## src/rtl/mash111_divgen.sv

```systemverilog
module mash111_divgen #(
  parameter int FRAC_W = 8,
  parameter int INT_W  = 8
) (
  input  logic              clk,
  input  logic              rst,
  input  logic              en,
  input  logic [FRAC_W-1:0] frac_word,
  input  logic [INT_W-1:0]  int_div,
  output logic [INT_W-1:0]  div_out
);

  localparam int SUM_W = FRAC_W + 1;

  logic [FRAC_W-1:0] acc1, acc2, acc3;
  logic [SUM_W-1:0]  sum1, sum2, sum3;
  logic              c1, c2, c3, c3_q;
  logic signed [1:0] d3;
  logic signed [2:0] t_now, t_q;
  logic signed [3:0] d2, corr;

  assign sum1 = {1'b0, acc1} + {1'b0, frac_word};
  assign sum2 = {1'b0, acc2} + {1'b0, sum1[FRAC_W-1:0]};
  assign sum3 = {1'b0, acc3} + {1'b0, sum2[FRAC_W-1:0]};
  assign c1 = sum1[FRAC_W];
  assign c2 = sum2[FRAC_W];
  assign c3 = sum3[FRAC_W];

  assign d3    = $signed({1'b0, c3}) - $signed({1'b0, c3_q});
  assign t_now = $signed({2'b00, c2}) + $signed({d3[1], d3});
  assign d2    = $signed({t_now[2], t_now}) - $signed({t_q[2], t_q});
  assign corr  = d2 + $signed({3'b000, c1});

  assign div_out = en ? int_div + {{(INT_W-4){corr[3]}}, corr} : int_div;

  always_ff @(posedge clk) begin
    if (rst) begin
      acc1 <= '0;
      acc2 <= '0;
      acc3 <= '0;
      c3_q <= 1'b0;
      t_q  <= '0;
    end else if (en) begin
      acc1 <= sum1[FRAC_W-1:0];
      acc2 <= sum2[FRAC_W-1:0];
      acc3 <= sum3[FRAC_W-1:0];
      c3_q <= c3;
      t_q  <= t_now;
    end
  end

  // correction confined to -3..+4
  p_corr_range_r3: assert property (@(posedge clk) disable iff (rst)
    en |-> (corr >= -4'sd3 && corr <= 4'sd4));

  // reset clears every state register
  p_reset_clear_r5: assert property (@(posedge clk) disable iff (rst)
    $past(rst) |-> (acc1 == '0 && acc2 == '0 && acc3 == '0 && !c3_q && t_q == '0));

  // no state moves while disabled
  p_idle_hold_r6: assert property (@(posedge clk) disable iff (rst)
    !en |=> ($stable(acc1) && $stable(acc2) && $stable(acc3) && $stable(c3_q) && $stable(t_q)));

  // first stage steps by the fractional word
  p_acc1_step_r1: assert property (@(posedge clk) disable iff (rst)
    en |=> acc1 == FRAC_W'($past(acc1) + $past(frac_word)));

endmodule

```

## config.mk

```make
export PLATFORM = sky130hd
export DESIGN_NAME = mash111_divgen
export DESIGN_NICKNAME = d
export VERILOG_FILES = /design/src/rtl/mash111_divgen.sv
export SDC_FILE = /design/constraint.sdc
export NUM_CORES = 1
export LEC_CHECK = 0
export BUFFER_PORTS_ARGS = -buffer_cell sky130_fd_sc_hd__buf_2
export CORE_MARGIN = 2
export CORE_UTILIZATION = 60
export DETAILED_ROUTE_END_ITERATION = 12
export PLACE_DENSITY = 0.77
export SLEW_MARGIN = 10
export SYNTH_ARGS = -nofsm -noshare
export SYNTH_HDL_FRONTEND = slang
export SYNTH_SLANG_ARGS = --single-unit
```

## constraint.sdc

```tcl
create_clock -name clk -period 8.44 [get_ports clk]
set_input_delay 0.422 -clock clk [delete_from_list [all_inputs] [get_ports clk]]
set_output_delay 0.422 -clock clk [all_outputs]
set_load 0.1 [all_outputs]
```

## Word-level counts from Yosys, hierarchy flattened

Cells that the tools add are included.

- Register bits after elaboration: 28
- Input bits: 19

- Add/subtract/negate cells: 8
- Muxes and demuxes: 1

Operator list:

| kind | number |
|---|---|
| $add 8x8->9 | 3 |
| $add 8x8->8 | 1 |
| $mux 8 | 1 |
| $add 4x2->4 | 1 |
| $sub 3x3->4 | 1 |
| $add 2x2->3 | 1 |
| $sub 1x1->2 | 1 |

## Depth between registers and ports, before layout

- Depth after elaboration: 9
- Depth in mapped cells: 32
- Mapped depth without buffers: 32

## Worst setup path after synthesis

Ideal clock, no wire load.

- Path kind: input-to-output
- Start: input frac_word[0]
- End: output div_out[5]
- Arrival: 8.220 ns
- Setup slack: -0.202 ns
- Stages: 30
- Buffers on the path: 0
- Path through: ha_1 fa_1 a21o_1 a21oi_1 o21ai_0 nor2_1 xnor2_1 ha_1 nand2_1 o31ai_1 xor2_1 ha_1 o21a_1 a21oi_1 ha_1 inv_1 ha_1 inv_1 ha_1 inv_1 ha_1 ha_1 a211o_1 nand3_1 nand2_1 ha_1 a21boi_0 o21a_1 o21a_1 o31ai_1

- Cells in the longest elaborated chain, start to end: 9

RTL lines:

| item | line | text |
|---|---|---|
| from (decl) | 8 | `input logic [FRAC_W-1:0] frac_word,` |
| $add 8x8->9 | 22 | `assign sum1 = {1'b0, acc1} + {1'b0, frac_word};` |
| via sum1[6] | 16 | `logic [SUM_W-1:0] sum1, sum2, sum3;` |
| $add 8x8->9 | 23 | `assign sum2 = {1'b0, acc2} + {1'b0, sum1[FRAC_W-1:0]};` |
| via sum2[7] | 16 |  |
| $add 8x8->9 | 24 | `assign sum3 = {1'b0, acc3} + {1'b0, sum2[FRAC_W-1:0]};` |
| $sub 1x1->2 | 29 | `assign d3 = $signed({1'b0, c3}) - $signed({1'b0, c3_q});` |
| $add 2x2->3 | 30 | `assign t_now = $signed({2'b00, c2}) + $signed({d3[1], d3});` |
| via t_now[1] | 19 | `logic signed [2:0] t_now, t_q;` |
| $sub 3x3->4 | 31 | `assign d2 = $signed({t_now[2], t_now}) - $signed({t_q[2], t_q});` |
| $add 4x2->4 | 32 | `assign corr = d2 + $signed({3'b000, c1});` |
| $add 8x8->8 | 34 | `assign div_out = en ? int_div + {{(INT_W-4){corr[3]}}, corr} : int_div;` |
| $mux 8 | 34 |  |
| to (decl) | 10 | `output logic [INT_W-1:0] div_out` |

The timed path passes the listed nets, and every way through them passes these cells.

## Worst setup path in the final report

- Start: register acc1[0]
- End: output div_out[7]

- Cells in the longest elaborated chain, start to end: 9

RTL lines:

| item | line | text |
|---|---|---|
| from (decl) | 15 | `logic [FRAC_W-1:0] acc1, acc2, acc3;` |
| from (signal assigned) | 44 | `acc1 <= sum1[FRAC_W-1:0];` |
| $add 8x8->9 | 22 |  |
| via sum1[6] | 16 |  |
| $add 8x8->9 | 23 |  |
| via sum2[7] | 16 |  |
| $add 8x8->9 | 24 |  |
| $sub 1x1->2 | 29 |  |
| $add 2x2->3 | 30 |  |
| via t_now[1] | 19 |  |
| $sub 3x3->4 | 31 |  |
| $add 4x2->4 | 32 |  |
| $add 8x8->8 | 34 |  |
| $mux 8 | 34 |  |

The timed path passes the listed nets, and every way through them passes these cells.

==> impl_metrics.py <==
metrics = {
    "global_route": {
        "grt_usage": 0.202,
        "grt_pass1_vias": 1973,
        "grt_overflow": 0,
        "grt_pass1_wl_um": 8360,
        "grt_max_degree": 45,
        "grt_antenna_before_repair": 0,
    },
    "placement": {
        "portBuffers": 26,
        "dp.cells": 359,
        "hpwl_um": 3630,
        "place.gp.congestion": 0.856,
    },
    "worst_setup_path": {
        "cp.arrival_ns": 7.43,
        "crit_path_top_delay_cell": "o31ai_1",
        "max_stage_delay_ns": 0.43,
        "worstPathRequired_ns": 8.02,
        "critPathTopFamily": "adder cells",
        "crit_fanout": 5,
        "start_kind": "flip-flop",
        "rrSetupSlack_ns": 3.93,
        "crit_buf_inv": 4,
        "crit_path_end_kind": "output port",
        "r2r_cells": 20,
        "cp_common_cell": "ha_1",
        "rr_startpoint": "acc1[0]$_SDFFE_PP0P_",
        "critPathKind": "reg2out",
        "r2r_end": "t_q[1]$_SDFFE_PP0P_",
    },
    "clocking": {
        "post_cts.repair.setup_buffers": 0,
        "htree_levels": 1,
        "cts.path.max_buffers": 2,
        "cts_resized": 0,
        "holdBufCountCts": 0,
        "ctsRootBufferMaster": "clkbuf_8",
        "insertion_delay_ns": 0.28,
        "cts_sinks": 28,
        "cts_tree": "built",
        "clkTransAtPathRegs_ns": 0.10,
        "cts-buffers-inserted": 3,
    },
    "route": {
        "wl_per_cell_um": 13.4,
        "first_iter_violations": 83,
        "ant_nets": 0,
        "vias_per_cell": 5.84,
        "num_vias": 2120,
        "drc": 0,
        "first_pass_iters": 4,
        "drt-total-wl_um": 4850,
    },
    "floorplan": {
        "die_width_um": 69.3,
        "start_util": 0.630,
        "rows": 23,
        "dieArea_um2": 4800,
        "core-area_um2": 4060,
        "chipHeight_um": 69.3,
        "pin_count": 27,
    },
    "sta": {
        "rsz0062_at_grt": "false",
        "hold_viol": 0,
        "relSlewSlack": 0.349,
        "fin_crit_ns": 7.85,
        "setup_viol": 0,
        "skew_ns": 0.00418,
        "fmax_mhz": 127,
        "worst_pin_slew_ns": 0.977,
        "setup_tns_ns": 0,
        "final_max_slew_viol_count": 0,
        "min_period_over_period": 0.930,
    },
    "logic_synthesis": {
        "syn_area_per_cell_um2": 8.70,
        "synthCells": 294,
        "ys_types": 46,
        "synth-edff-count": 0,
        "yosys-top-cells-area": "ha_1, dfxtp_1, mux2i_1",
        "ys_async_sr_fraction": 0,
        "yosysTopAreaCell": "ha_1",
        "syn_area_um2": 2560,
        "synth_common_cells": "ha_1, dfxtp_1, nor2_1",
        "synth_most_common_cell": "ha_1",
        "yosysSeqAreaShare": 0.219,
        "syn_nets": 363,
        "synth_seq_cells": 28,
        "ys_warn_count": 0,
        "synth_top_area_frac": 0.220,
        "synth_flop_cell": "dfxtp_1",
    },
    "layout": {
        "layout-drive-gt1-share": 0.125,
        "nets": 383,
        "antenna_cells": 0,
        "nFillCells": 330,
        "area_growth_pct": 8.81,
        "stdcell_count": 363,
    },
    "worst_hold_path": {
        "min_to": "acc1[2]$_SDFFE_PP0P_",
        "hp-start": "acc1[2]$_SDFFE_PP0P_",
        "hold_path.class": "reg2reg",
        "hold_depth": 2,
    },
    "outcome": {
        "status": "completed",
    },
    "flow_run": {
        "maxCapViolCount": 0,
    },
}
## per-layer routing
layer,vias up,global-route usage,wire (µm)
met2,20,0.341,2270
met4,0,0.0283,22
met1,983,0.277,2450
met3,4,0.0363,108
met5,-,0,0
li1,1113,-,-
## registers in the layout, summed over array words and instances (netlist names)
name  count
acc1      8
acc2      8
acc3      8
c3_q      1
t_q       3
## worst min-delay path: cells and delay by family, from the launching register on
kind	cells	cell delay [ns]
AND/OR/NAND/NOR	2	0.13
flip-flops	1	0.33
## worst max path at each step
| stage | startpoint | end | slack (ns) | cells after the start |
|---|---|---|---|---|
| floorplan | frac_word[0] | div_out[3] | 0.1 | 28 |
| global placement | frac_word[0] | div_out[7] | 0.83 | 33 |
| detailed placement | frac_word[0] | div_out[7] | 0.65 | 33 |
| CTS | acc1[0]$_SDFFE_PP0P_ | div_out[7] | 0.52 | 32 |
| global route | acc1[0]$_SDFFE_PP0P_ | div_out[7] | 0.04 | 32 |
| finish | acc1[0]$_SDFFE_PP0P_ | div_out[7] | 0.59 | 32 |
## cells by family after synthesis
kind of cell    after synthesis  synth area share
simple gates                 82             0.150
compound gates               71             0.197
fa+ha+maj                    50             0.259
flops                        28             0.219
buf+inv                      27            0.0416
xor+xnor                     18            0.0616
mux                          18            0.0719
## placed cells by master (no fill, tap or decap), types with 7 or more instances in the layout
master,n
nor3_1,7
inv_1,16
mux2i_1,15
xor2_1,7
a21o_1,10
buf_2,25
nor2_1,26
nand2_1,25
ha_1,45
o21ai_0,9
xnor2_1,11
nand3_1,8
a21oi_1,17
dfxtp_1,28
## layout make-up
type                       instances  area (µm²)  area share
tap                               50        62.6      0.0225
clock inverter                     1        30.0      0.0108
timing repair buffer              26         133      0.0477
clock buffer                       3        41.3      0.0148
inverter                          16        60.1      0.0216
sequential                        28         561       0.201
multi-input combinational        239        1900       0.681
## through the flow
| step | setup WS [ns] | utilization | hold slack, ns | instance area [µm²] |
|---|---|---|---|---|
| global placement | 0.831 | 0.668 | 0.476 | 2710 |
| CTS | 0.521 | 0.685 | 0.496 | 2780 |
| detailed placement | 0.647 | 0.668 | 0.480 | 2710 |
| global route | 0.0445 | 0.686 | 0.532 | 2780 |
| floorplan | 0.0959 | - | 0.456 | 2560 |
| finish | 0.589 | 0.686 | 0.493 | 2780 |
Power is not shown: default switching activity piles up to over one toggle a cycle in this logic, so the estimate is an artifact.
